`src/rtl/hz_pkg.sv`:
```
// Shared definitions for the stall unit: register index width, class codes,
// pipe numbering and the tag carried through each tracking stage.
package hz_pkg;
    parameter int REG_W = 6;

    typedef enum logic [2:0] {
        CL_INT    = 3'd0,
        CL_LOAD   = 3'd1,
        CL_STORE  = 3'd2,
        CL_BRANCH = 3'd3,
        CL_FADD   = 3'd4,
        CL_FMUL   = 3'd5
    } op_class_e;

    localparam int NUM_PIPE = 3;
    localparam int PIPE_INT = 0;
    localparam int PIPE_ADD = 1;
    localparam int PIPE_MUL = 2;

    typedef struct packed {
        logic             vld;
        logic             wr;
        logic             ld;
        logic [REG_W-1:0] dst;
    } slot_t;
endpackage

```
`src/rtl/hz_pipe_track.sv`:
```
// Tag shift register modelling one execute pipe of DEPTH stages.
// Assumes the caller drives an all-zero tag (bubble) when nothing issues.
module hz_pipe_track
    import hz_pkg::*;
#(
    parameter int DEPTH = 3
) (
    input  logic  clk,
    input  logic  rst_n,
    input  slot_t in_slot,
    output slot_t stg [DEPTH]
);
    // Advance every tag one stage per cycle; reset empties the pipe.
    always_ff @(posedge clk) begin
        if (!rst_n) begin
            for (int i = 0; i < DEPTH; i++) stg[i] <= '0;
        end else begin
            stg[0] <= in_slot;
            for (int i = 1; i < DEPTH; i++) stg[i] <= stg[i-1];
        end
    end
endmodule

```
`src/rtl/hz_slot_check.sv`:
```
// Compares the decode instruction against one tracked stage.
// REM is the number of cycles until that stage's tag enters the memory stage:
// >=2 early execute, 1 last execute, 0 memory stage, -1 writeback stage.
// Assumes the tag's wr bit is already cleared for writes to register 0.
module hz_slot_check
    import hz_pkg::*;
#(
    parameter int REM   = 1,
    parameter int LAT_W = 4
) (
    input  slot_t             s,
    input  logic [REG_W-1:0]  rs,
    input  logic              rs_use,
    input  logic [REG_W-1:0]  rt,
    input  logic              rt_use,
    input  logic [REG_W-1:0]  rd,
    input  logic              rd_wr,
    input  logic [LAT_W-1:0]  new_lat,
    input  logic              is_br,
    output logic              hit_rs,
    output logic              hit_rt,
    output logic              raw_rs,
    output logic              raw_rt,
    output logic              waw,
    output logic              strc
);
    localparam bit EARLY  = (REM >= 2);
    localparam bit LASTEX = (REM == 1);
    localparam bit INMEM  = (REM == 0);

    logic writer;
    logic not_ready;

    // Readiness of this stage's result for a consumer in decode, plus conflicts.
    always_comb begin
        writer    = s.vld && s.wr;
        not_ready = writer && (EARLY
                               || (LASTEX && (s.ld || is_br))
                               || (INMEM && s.ld && is_br));
        hit_rs    = writer && rs_use && (rs == s.dst);
        hit_rt    = writer && rt_use && (rt == s.dst);
        raw_rs    = hit_rs && not_ready;
        raw_rt    = hit_rt && not_ready;
        waw       = writer && rd_wr && (rd != '0) && (rd == s.dst)
                    && (REM > int'(new_lat));
        strc      = s.vld && (REM == int'(new_lat) + 1);
    end
endmodule

```
`src/rtl/hz_stall_unit.sv`:
```
// Decode-stage hazard and stall unit for an in-order pipeline with one
// integer pipe and two pipelined FP execute pipes of different length.
// Tracks issued instructions as tags, raises stall on RAW, WAW and
// memory/writeback slot conflicts, and flags bypassed operands on issue.
// Assumes the host holds or withdraws a stalled instruction.
module hz_stall_unit
    import hz_pkg::*;
#(
    parameter int LAT_INT = 1,
    parameter int LAT_ADD = 3,
    parameter int LAT_MUL = 8
) (
    input  logic             clk,
    input  logic             rst_n,
    input  logic             id_valid,
    input  logic [2:0]       id_class,
    input  logic [REG_W-1:0] id_rs,
    input  logic             id_rs_use,
    input  logic [REG_W-1:0] id_rt,
    input  logic             id_rt_use,
    input  logic [REG_W-1:0] id_rd,
    input  logic             id_rd_wr,
    output logic             stall,
    output logic             stall_raw,
    output logic             stall_waw,
    output logic             stall_struct,
    output logic             fwd_rs,
    output logic             fwd_rt
);
    localparam int LAT_MAX = (LAT_MUL > LAT_ADD) ? LAT_MUL : LAT_ADD;
    localparam int LAT_W   = $clog2(LAT_MAX + 2);
    localparam int LATS [NUM_PIPE] = '{LAT_INT, LAT_ADD, LAT_MUL};
    localparam int NSRC    = NUM_PIPE + 2;
    localparam int IDX_MEM = NUM_PIPE;
    localparam int IDX_WB  = NUM_PIPE + 1;

    logic [NUM_PIPE-1:0] pipe_sel;
    logic [LAT_W-1:0]    new_lat;
    logic                is_br;
    logic                is_ld;
    logic                issue;
    slot_t               new_slot;
    slot_t               pipe_in   [NUM_PIPE];
    slot_t               last_slot [NUM_PIPE];
    logic [NUM_PIPE-1:0] last_vld;
    logic [NUM_PIPE-1:0] head_vld;
    slot_t               mem_d, mem_q, wb_q;
    logic [NSRC-1:0]     v_hit_rs, v_hit_rt, v_raw_rs, v_raw_rt, v_waw, v_strc;

    // Decode the class into pipe choice, execute latency and consumer kind.
    always_comb begin
        pipe_sel = '0;
        new_lat  = LAT_W'(LAT_INT);
        is_br    = (id_class == CL_BRANCH);
        is_ld    = (id_class == CL_LOAD);
        case (id_class)
            CL_FADD: begin pipe_sel[PIPE_ADD] = 1'b1; new_lat = LAT_W'(LAT_ADD); end
            CL_FMUL: begin pipe_sel[PIPE_MUL] = 1'b1; new_lat = LAT_W'(LAT_MUL); end
            default: pipe_sel[PIPE_INT] = 1'b1;
        endcase
    end

    // Build the tag for the decode instruction and route it to its pipe.
    always_comb begin
        issue        = id_valid && !stall;
        new_slot.vld = 1'b1;
        new_slot.wr  = id_rd_wr && (id_rd != '0);
        new_slot.ld  = is_ld;
        new_slot.dst = id_rd;
        for (int p = 0; p < NUM_PIPE; p++)
            pipe_in[p] = (issue && pipe_sel[p]) ? new_slot : '0;
    end

    for (genvar p = 0; p < NUM_PIPE; p++) begin : g_pipe
        slot_t stg [LATS[p]];
        logic [LATS[p]-1:0] h_rs, h_rt, r_rs, r_rt, w, st;

        hz_pipe_track #(.DEPTH(LATS[p])) u_trk (
            .clk     (clk),
            .rst_n   (rst_n),
            .in_slot (pipe_in[p]),
            .stg     (stg)
        );

        for (genvar i = 0; i < LATS[p]; i++) begin : g_stage
            hz_slot_check #(.REM(LATS[p] - i), .LAT_W(LAT_W)) u_chk (
                .s (stg[i]), .rs (id_rs), .rs_use (id_rs_use), .rt (id_rt),
                .rt_use (id_rt_use), .rd (id_rd), .rd_wr (id_rd_wr),
                .new_lat (new_lat), .is_br (is_br),
                .hit_rs (h_rs[i]), .hit_rt (h_rt[i]), .raw_rs (r_rs[i]),
                .raw_rt (r_rt[i]), .waw (w[i]), .strc (st[i])
            );
        end

        assign last_slot[p]  = stg[LATS[p]-1];
        assign last_vld[p]   = stg[LATS[p]-1].vld;
        assign head_vld[p]   = stg[0].vld;
        assign v_hit_rs[p]   = |h_rs;
        assign v_hit_rt[p]   = |h_rt;
        assign v_raw_rs[p]   = |r_rs;
        assign v_raw_rt[p]   = |r_rt;
        assign v_waw[p]      = |w;
        assign v_strc[p]     = |st;
    end

    // Merge the pipe outputs into the single memory-stage tag.
    always_comb begin
        mem_d = '0;
        for (int p = 0; p < NUM_PIPE; p++)
            if (last_slot[p].vld) mem_d = last_slot[p];
    end

    // Shared memory and writeback stage tags.
    always_ff @(posedge clk) begin
        if (!rst_n) begin
            mem_q <= '0;
            wb_q  <= '0;
        end else begin
            mem_q <= mem_d;
            wb_q  <= mem_q;
        end
    end

    hz_slot_check #(.REM(0), .LAT_W(LAT_W)) u_chk_mem (
        .s (mem_q), .rs (id_rs), .rs_use (id_rs_use), .rt (id_rt),
        .rt_use (id_rt_use), .rd (id_rd), .rd_wr (id_rd_wr),
        .new_lat (new_lat), .is_br (is_br),
        .hit_rs (v_hit_rs[IDX_MEM]), .hit_rt (v_hit_rt[IDX_MEM]),
        .raw_rs (v_raw_rs[IDX_MEM]), .raw_rt (v_raw_rt[IDX_MEM]),
        .waw (v_waw[IDX_MEM]), .strc (v_strc[IDX_MEM])
    );

    hz_slot_check #(.REM(-1), .LAT_W(LAT_W)) u_chk_wb (
        .s (wb_q), .rs (id_rs), .rs_use (id_rs_use), .rt (id_rt),
        .rt_use (id_rt_use), .rd (id_rd), .rd_wr (id_rd_wr),
        .new_lat (new_lat), .is_br (is_br),
        .hit_rs (v_hit_rs[IDX_WB]), .hit_rt (v_hit_rt[IDX_WB]),
        .raw_rs (v_raw_rs[IDX_WB]), .raw_rt (v_raw_rt[IDX_WB]),
        .waw (v_waw[IDX_WB]), .strc (v_strc[IDX_WB])
    );

    // Combine per-stage findings into the stall causes and bypass flags.
    always_comb begin
        stall_raw    = id_valid && (|(v_raw_rs | v_raw_rt));
        stall_waw    = id_valid && (|v_waw);
        stall_struct = id_valid && (|v_strc);
        stall        = stall_raw || stall_waw || stall_struct;
        fwd_rs       = id_valid && !stall && (|v_hit_rs);
        fwd_rt       = id_valid && !stall && (|v_hit_rt);
    end

    // the structural check keeps the memory stage to one entrant per cycle.
    assert_mem_single_R7: assert property (@(posedge clk) disable iff (!rst_n)
        $onehot0(last_vld));

    // no decode instruction means no stall.
    assert_idle_no_stall_R9: assert property (@(posedge clk) disable iff (!rst_n)
        !id_valid |-> !stall);

    // a stall sends a bubble into every execute pipe.
    assert_bubble_R9: assert property (@(posedge clk) disable iff (!rst_n)
        stall |=> (head_vld == '0));

    // leaving reset, no stall cause can be present.
    assert_reset_clear_R1: assert property (@(posedge clk) disable iff (!rst_n)
        $rose(rst_n) |-> !(stall_raw || stall_waw || stall_struct));

    // a bypass flag is never raised in a stalled cycle.
    assert_fwd_issue_R10: assert property (@(posedge clk) disable iff (!rst_n)
        (fwd_rs || fwd_rt) |-> !stall);
endmodule

```
`config.mk`:
```
export PLATFORM = sky130hd
export DESIGN_NAME = hz_stall_unit
export DESIGN_NICKNAME = d
export VERILOG_FILES = /design/src/rtl/hz_pkg.sv /design/src/rtl/hz_pipe_track.sv /design/src/rtl/hz_slot_check.sv /design/src/rtl/hz_stall_unit.sv
export SDC_FILE = /design/constraint.sdc
export NUM_CORES = 1
export LEC_CHECK = 0
export ABC_AREA = 1
export BUFFER_PORTS_ARGS = -buffer_cell sky130_fd_sc_hd__buf_2
export CORE_ASPECT_RATIO = 1.4
export CORE_MARGIN = 2
export CORE_UTILIZATION = 55
export CTS_CLUSTER_SIZE = 25
export DETAILED_ROUTE_END_ITERATION = 8
export PLACE_DENSITY_LB_ADDON = 0.1
export SYNTH_ARGS = -nofsm -noshare
export SYNTH_HDL_FRONTEND = slang
export SYNTH_SLANG_ARGS = --single-unit
```
`constraint.sdc`:
```
create_clock -name clk -period 4.1 [get_ports clk]
set_input_delay 0.41 -clock clk [delete_from_list [all_inputs] [get_ports clk]]
set_output_delay 0.41 -clock clk [all_outputs]
set_load 0.05 [all_outputs]
```
# --- Word-level counts from Yosys, hierarchy flattened ---
# Cells that the tools add are included.
totals:
  regBits: 125
  inputBits: 27
  out_inout_bits: 6
  word_cells: 322
classes:
  add_sub_neg: 1
  order_cmp: 8
  n_eq_ne: 53
  muxes: 10
  bitwise: 1
  n_reduce_logical: 194
op_table:
  columns: ["operator", "n"]
  rows:
  - ["6-bit equality test", 40]
  - ["1-bit logical AND", 173]
  - ["4-bit by 32-bit equality test with 1-bit output (first input constant)", 4]
  - ["3-bit by 32-bit equality test with 1-bit output (first input constant)", 2]
  - ["9-bit 2-to-1 mux", 6]
  - ["14-bit OR reduction", 3]
  - ["1-bit by 32-bit equality test with 1-bit output (first input constant)", 1]
  - ["2-bit by 32-bit equality test with 1-bit output (first input constant)", 1]
  - ["5-bit by 32-bit equality test with 1-bit output (first input constant)", 1]
  - ["32-bit logical NOT", 1]
  - ["3-bit by 4-bit greater-than comparator with 1-bit output (first input constant)", 4]
  - ["8-bit OR reduction", 2]
  - ["12-bit OR reduction", 1]
  - ["2-bit by 4-bit greater-than comparator with 1-bit output (first input constant)", 2]
  - ["4-bit one-hot mux with 2 select lines", 1]
  - ["3-bit equality test (second input constant)", 2]
  - ["2-bit AND reduction", 3]
  - ["6-bit nonzero test", 1]
  - ["3-bit OR reduction", 2]
  - ["4-bit by 1-bit adder with 5-bit output (second input constant)", 1]
  - ["1-bit logical OR", 5]
  - ["5-bit OR reduction", 1]
  - ["1-bit by 4-bit greater-than comparator with 1-bit output (first input constant)", 1]
  - ["4-bit greater-than comparator (first input constant)", 1]
  - ["6 further kinds", 8]

# --- Depth between registers and ports, before layout ---
depth:
  depth_word: 14
  ltp_mapped: 15
  depth_no_buf: 14

# --- Cells and area by module ---
# From an unflattened synthesis, not the netlist that was laid out.
hier_totals:
  hier_cells: 1595
  area_unflattened_um2: 9069.9
by_module_without_submodules:
  columns: ["module", "n_inst", "cells_per_inst", "area_per_inst_um2", "seq_area_each_um2"]
  rows:
  - ["hz_pipe_track at g_pipe[2].u_trk", 1, 224, 2072.0, 1441.4]
  - ["hz_slot_check at g_pipe[0].g_stage[0].u_chk ...", 3, 91, 392.9, 0.0]
  - ["hz_stall_unit", 1, 195, 1159.9, 360.3]
  - ["hz_pipe_track at g_pipe[1].u_trk", 1, 84, 777.0, 540.5]
  - ["hz_slot_check at g_pipe[1].g_stage[0].u_chk ...", 2, 82, 356.6, 0.0]
  - ["hz_slot_check at g_pipe[1].g_stage[1].u_chk ...", 2, 64, 319.1, 0.0]
  - ["hz_slot_check at g_pipe[2].g_stage[3].u_chk", 1, 80, 359.1, 0.0]
  - ["hz_slot_check at g_pipe[2].g_stage[1].u_chk", 1, 76, 346.6, 0.0]
  - ["hz_slot_check at g_pipe[2].g_stage[2].u_chk", 1, 77, 345.3, 0.0]
  - ["hz_slot_check at g_pipe[2].g_stage[0].u_chk", 1, 69, 334.1, 0.0]
  - ["hz_slot_check at g_pipe[2].g_stage[4].u_chk", 1, 65, 321.6, 0.0]
  - ["hz_slot_check at u_chk_wb", 1, 65, 284.0, 0.0]
  - ["hz_slot_check at u_chk_mem", 1, 67, 281.5, 0.0]
  - ["hz_pipe_track at g_pipe[0].u_trk", 1, 28, 259.0, 180.2]

# --- Worst setup path after synthesis ---
# OpenSTA, ideal clock, no wires.
synth_path:
  kind: "input to output"
  from: "input id_class[2]"
  to: "output stall"
  arrival_time_ps: 2722
  t_required_ps: 3690
  setup_slack_ps: 968
  stages: 8
  n_path_buf: 0
  cell_sequence: "inv_1 nor2_1 inv_1 nor2_1 nand2_1 a21boi_0 a21oi_4 nand2_1"
synth_between:
  elab_cells_between_ends: 78
  classes_between: "add/sub (1); order compare (8); eq/ne (12); mux (1); bitwise (1); reduce/logical (55)"
synth_lines:
  columns: ["element", "line_no", "source"]
  rows:
  - ["from (decl)", "hz_stall_unit.sv:16", "input logic [2:0] id_class,"]
  - ["3-bit equality test", "hz_stall_unit.sv:56", "case (id_class)"]
  - ["4-bit one-hot mux with 2 select lines (*)", "hz_stall_unit.sv:56", null]
  - ["4-bit by 1-bit adder with 5-bit output (*)", "hz_slot_check.sv:46", "strc = s.vld && (REM == int'(new_lat) + 1);"]
  - ["2-bit by 32-bit equality test with 1-bit output (tied with other cells)", "hz_slot_check.sv:46", null]
  - ["1-bit logical AND", "hz_slot_check.sv:46", null]
  - ["14-bit OR reduction (*)", "hz_stall_unit.sv:146", "stall_struct = id_valid && (|v_strc);"]
  - ["1-bit logical AND (*)", "hz_stall_unit.sv:146", null]
  - ["named net stall_struct", "hz_stall_unit.sv:26", "output logic stall_struct,"]
  - ["1-bit logical OR (*)", "hz_stall_unit.sv:147", "stall = stall_raw || stall_waw || stall_struct;"]
  - ["to (decl)", "hz_stall_unit.sv:23", "output logic stall,"]
# The timed path passes the listed nets; every way through them passes the cells marked *.

# --- Worst setup path after layout ---
layout_path:
  from: "input id_rd[5]"
  to: "output fwd_rt"
layout_between:
  elab_chain_len: 11
  elab_cells_between_ends: 56
  classes_between: "eq/ne (12); reduce/logical (44)"
layout_rtl:
  columns: ["element", "line_no", "source"]
  rows:
  - ["from (decl)", "hz_stall_unit.sv:21", "input logic [REG_W-1:0] id_rd,"]
  - ["6-bit nonzero test", null, null]
  - ["1-bit logical AND (2 in a row)", "hz_slot_check.sv:44", "waw = writer && rd_wr && (rd != '0) && (rd == s.dst)"]
  - ["1-bit logical AND", "hz_slot_check.sv:45", "&& (REM > int'(new_lat));"]
  - ["12-bit OR reduction (*)", "hz_stall_unit.sv:145", "stall_waw = id_valid && (|v_waw);"]
  - ["1-bit logical AND (*)", "hz_stall_unit.sv:145", null]
  - ["1-bit logical OR (*) (2 in a row)", "hz_stall_unit.sv:147", null]
  - ["1-bit logical NOT (*)", "hz_stall_unit.sv:149", "fwd_rt = id_valid && !stall && (|v_hit_rt);"]
  - ["1-bit logical AND (*) (2 in a row)", "hz_stall_unit.sv:149", null]
  - ["to (decl)", "hz_stall_unit.sv:28", "output logic fwd_rt"]
# Every way passes the cells marked *; elsewhere a longest branch is shown, timed or not.

==> results.md <==
* NumNets Final at 1241
* Hold WC Path Type: input pin to register
* RePlAce Congestion at 0.997
* Vias post-DR at 7434
* Total chip power at 2930 µW
* Critical path startpoint category: input pin
* Power Density at 352 nW/µm²
* Logic pwr share at 10.0%
* CP Cell Sequence: buf_2, inv_1, nand2_1, nand4_1, nor2_1, nand2_1, nand2_1, nor2_2, nand2_2, a21oi_4, nand3_1, a21oi_1, buf_2
* # hold bufs at CTS at 0
* Routed len/inst at 17.9 µm
* Buf/Inv on CP at 3
* Input/output buffers at 32
* Worst Reg-to-Reg Cells at 11
* Levels on crit path at 13
* Slew @ Worst Pin at slightly above 0.7 ns
* Fin. max-slew vios at 0
* Routed wire length at 25.3 mm
* Met2 global-route usage at 55.8%
* DR DRC count at 0
* Minimum clock period at roughly 3.4 ns
* Worst skew pair latency at 0.43 ns
* Crit path DAT at 2.97 ns
* Initial antenna violation count at 0
* Setup ws final at 0.720 ns
* Multi-input logic area at 4070 µm²
* Hold Vio Cnt, Final at 0
* Final setup fails at 0
* First-pass GRT wire length at 39.1 mm
* Final TNS setup at 0 ns
* Slew HR at a little over half
* Synthesized cell area at 7810 µm²
* WHS Path Cells at 3
* DIE WIDTH at 105 µm
* Synth cell count leaders: 403 x nand2_1, 191 x inv_1, 147 x nor2_1
* Post-DRT Antenna Nets at 0
* Most frequent cell after synthesis: nand2_1
* Sw Share at 28.0%
* Run status: completed
* Crit path max fanout at 12
* Clock root cell: clkbuf_16
* Psw at between 800 and 900 µW
* Critical path's most frequent cell: nand2_1
* Yosys warns at 0
* CP peak stage delay at 0.51 ns
* Register area at 2500 µm²
* Busiest grt layer: met2
* Clock sinks at 125
* Met1 Use GR at 40.1%
* CTS Buf Count at 17
* Worst Path Required at 3.69 ns
* CP top delay family: buffers and inverters
* Top-Level Pins at 33
* Maximum vdd drop at 0.258 mV
* Pre-Repair DR Iteration Count at 7
* Share of layout cells above drive strength 1 at 8.96%
* Post-Layout Cell Count at roughly 1400
* Yosys reg bits at 125
* Clock Skew at 0.00788 ns
* Vias per std cell at 5.26
* Core area at 13900 µm²
* TritonCTS clock tree: done
* Worst slack, placed at 0.814 ns
* Sequential share of power at 42.2%
* Cell count after synthesis at 1206
* Die ar. at 15200 µm²
* Unrepaired setup endpoints after global routing: no
* Sequential area share after synthesis at about a third
* Top cell type's share of synthesized area at 32.0%
* Dominant cells by area after synthesis: dfxtp_1 32%, nand2_1 19%, inv_1 9.2%
* Commonest register cell after synthesis: dfxtp_1
* Row count at 51
* Slowest-stage cell, CP: inv_1
* Yosys top cell by area: dfxtp_1
* R2R Setup Slk at 2.03 ns
* Max Cap Viol at 0
* Clock slew at reported path FFs at 0.06 ns
* Met3 Usage GRT at 6.06%
* # Post-CTS Setup Buffers at 0
* Hpwl dp at 17.6 mm
* Leakage at 0.00422 µW
* H-Tree Depth at 4
* All-layer global routing usage at 34.0%
* Fmax at ~0.30 GHz
* Area grow syn2layout at 6.53%
* Final core area utilization at 59.8%
* Final Cycle Share at approximately 82%
* Initial Util at between 50% and 60%
* Diodes inserted at 0
* Syn_area_per_cell at between 6 and 7 µm²
* Clk buf depth at 2
* CP Capture Type: primary output
* Dpl cells at 1380
* # fillers at 1409
* Post-cts sizing count at 0
* Iter 0 DRT Violations at 564
* FFs w/ async S/R, synth at 0%
* Distinct cells, synth at 44
* Largest net degree at the start of global routing at 65
* Clk pwr share at 47.8%
* Number of global-route vias before repair at 7029
* GRT overflow at 0
* Internal at 2110 µW
* EDFF count, synth at 0
* Setup CP Type: input pin to primary output
* Die Y at 145 µm
[metal layers]
layer | share of wire [%] | wire, µm
met3 | 8.2 | 2080
met4 | 6.6 | 1670
met1 | 38 | 9590
met2 | 47 | 11900
met5 | 0 | 0
[state kept, by name, summed over array words and instances (netlist names)]
signal / count
g_pipe.u_trk.stg: 108
mem_q: 9
wb_q: 8
[cells by family after synthesis]
family	share of synthesized area [%]
buffers and inverters	16.0
other	0.0480
AND/OR/NAND/NOR	36.0
flip-flops	32.0
XOR/XNOR	10.2
AO/OA/AOI/OAI	5.73
[final timing paths]
kind | from | endpoint
worst max-delay path | id_rd[5] | fwd_rt
worst min-delay path | id_class[1] | g_pipe[0].u_trk.stg[6]
worst max register to register | g_pipe[2].u_trk.stg[35] | g_pipe[0].u_trk.stg[3]
worst min register to register | g_pipe[1].u_trk.stg[15] | g_pipe[1].u_trk.stg[6]
[area by class of cell]
class,instances,area share (%)
clock buffer,19,5.32
clock inverter,13,1.29
inverter,201,9.31
multi-input combinational,832,48.9
sequential,125,30.1
tap,185,2.78
timing repair buffer,37,2.38
[cells in the final DEF (no fill, tap or decap), types with 7 or more instances in the layout]
cell type and count:
clkbuf_16 17, o21ai_1 7, dfxtp_1 125, a21oi_1 24
xor2_1 37, nor3_1 10, inv_1 191, xnor2_1 54
nand2_1 403, nand4_1 34, nand3_1 34, nor2_1 147
nor2_2 11, buf_2 32, o21ai_0 27
[power groups by stage]
stage / combinational, µW / clock, µW / sequential (µW)
floorplan: 232 / 0 / 1260
global placement: 282 / 0 / 1260
detailed placement: 284 / 0 / 1260
CTS: 285 / 1420 / 1240
global route: 316 / 1470 / 1240
finish: 294 / 1400 / 1240
[per-stage QoR]
step | cell area, µm² | hold WS (ns)
floorplan | 7820 | 0.390
global placement | 7770 | 0.392
detailed placement | 7770 | 0.401
CTS | 8320 | 0.246
global route | 8320 | 0.272
finish | 8320 | 0.266
[tightest hold or removal path: cells and delay by family]
kind / cells / cell delay, ns
buffers and inverters: 1 / 0.09
AND/OR/NAND/NOR: 2 / 0.15
(Power assumes the default switching activity.)
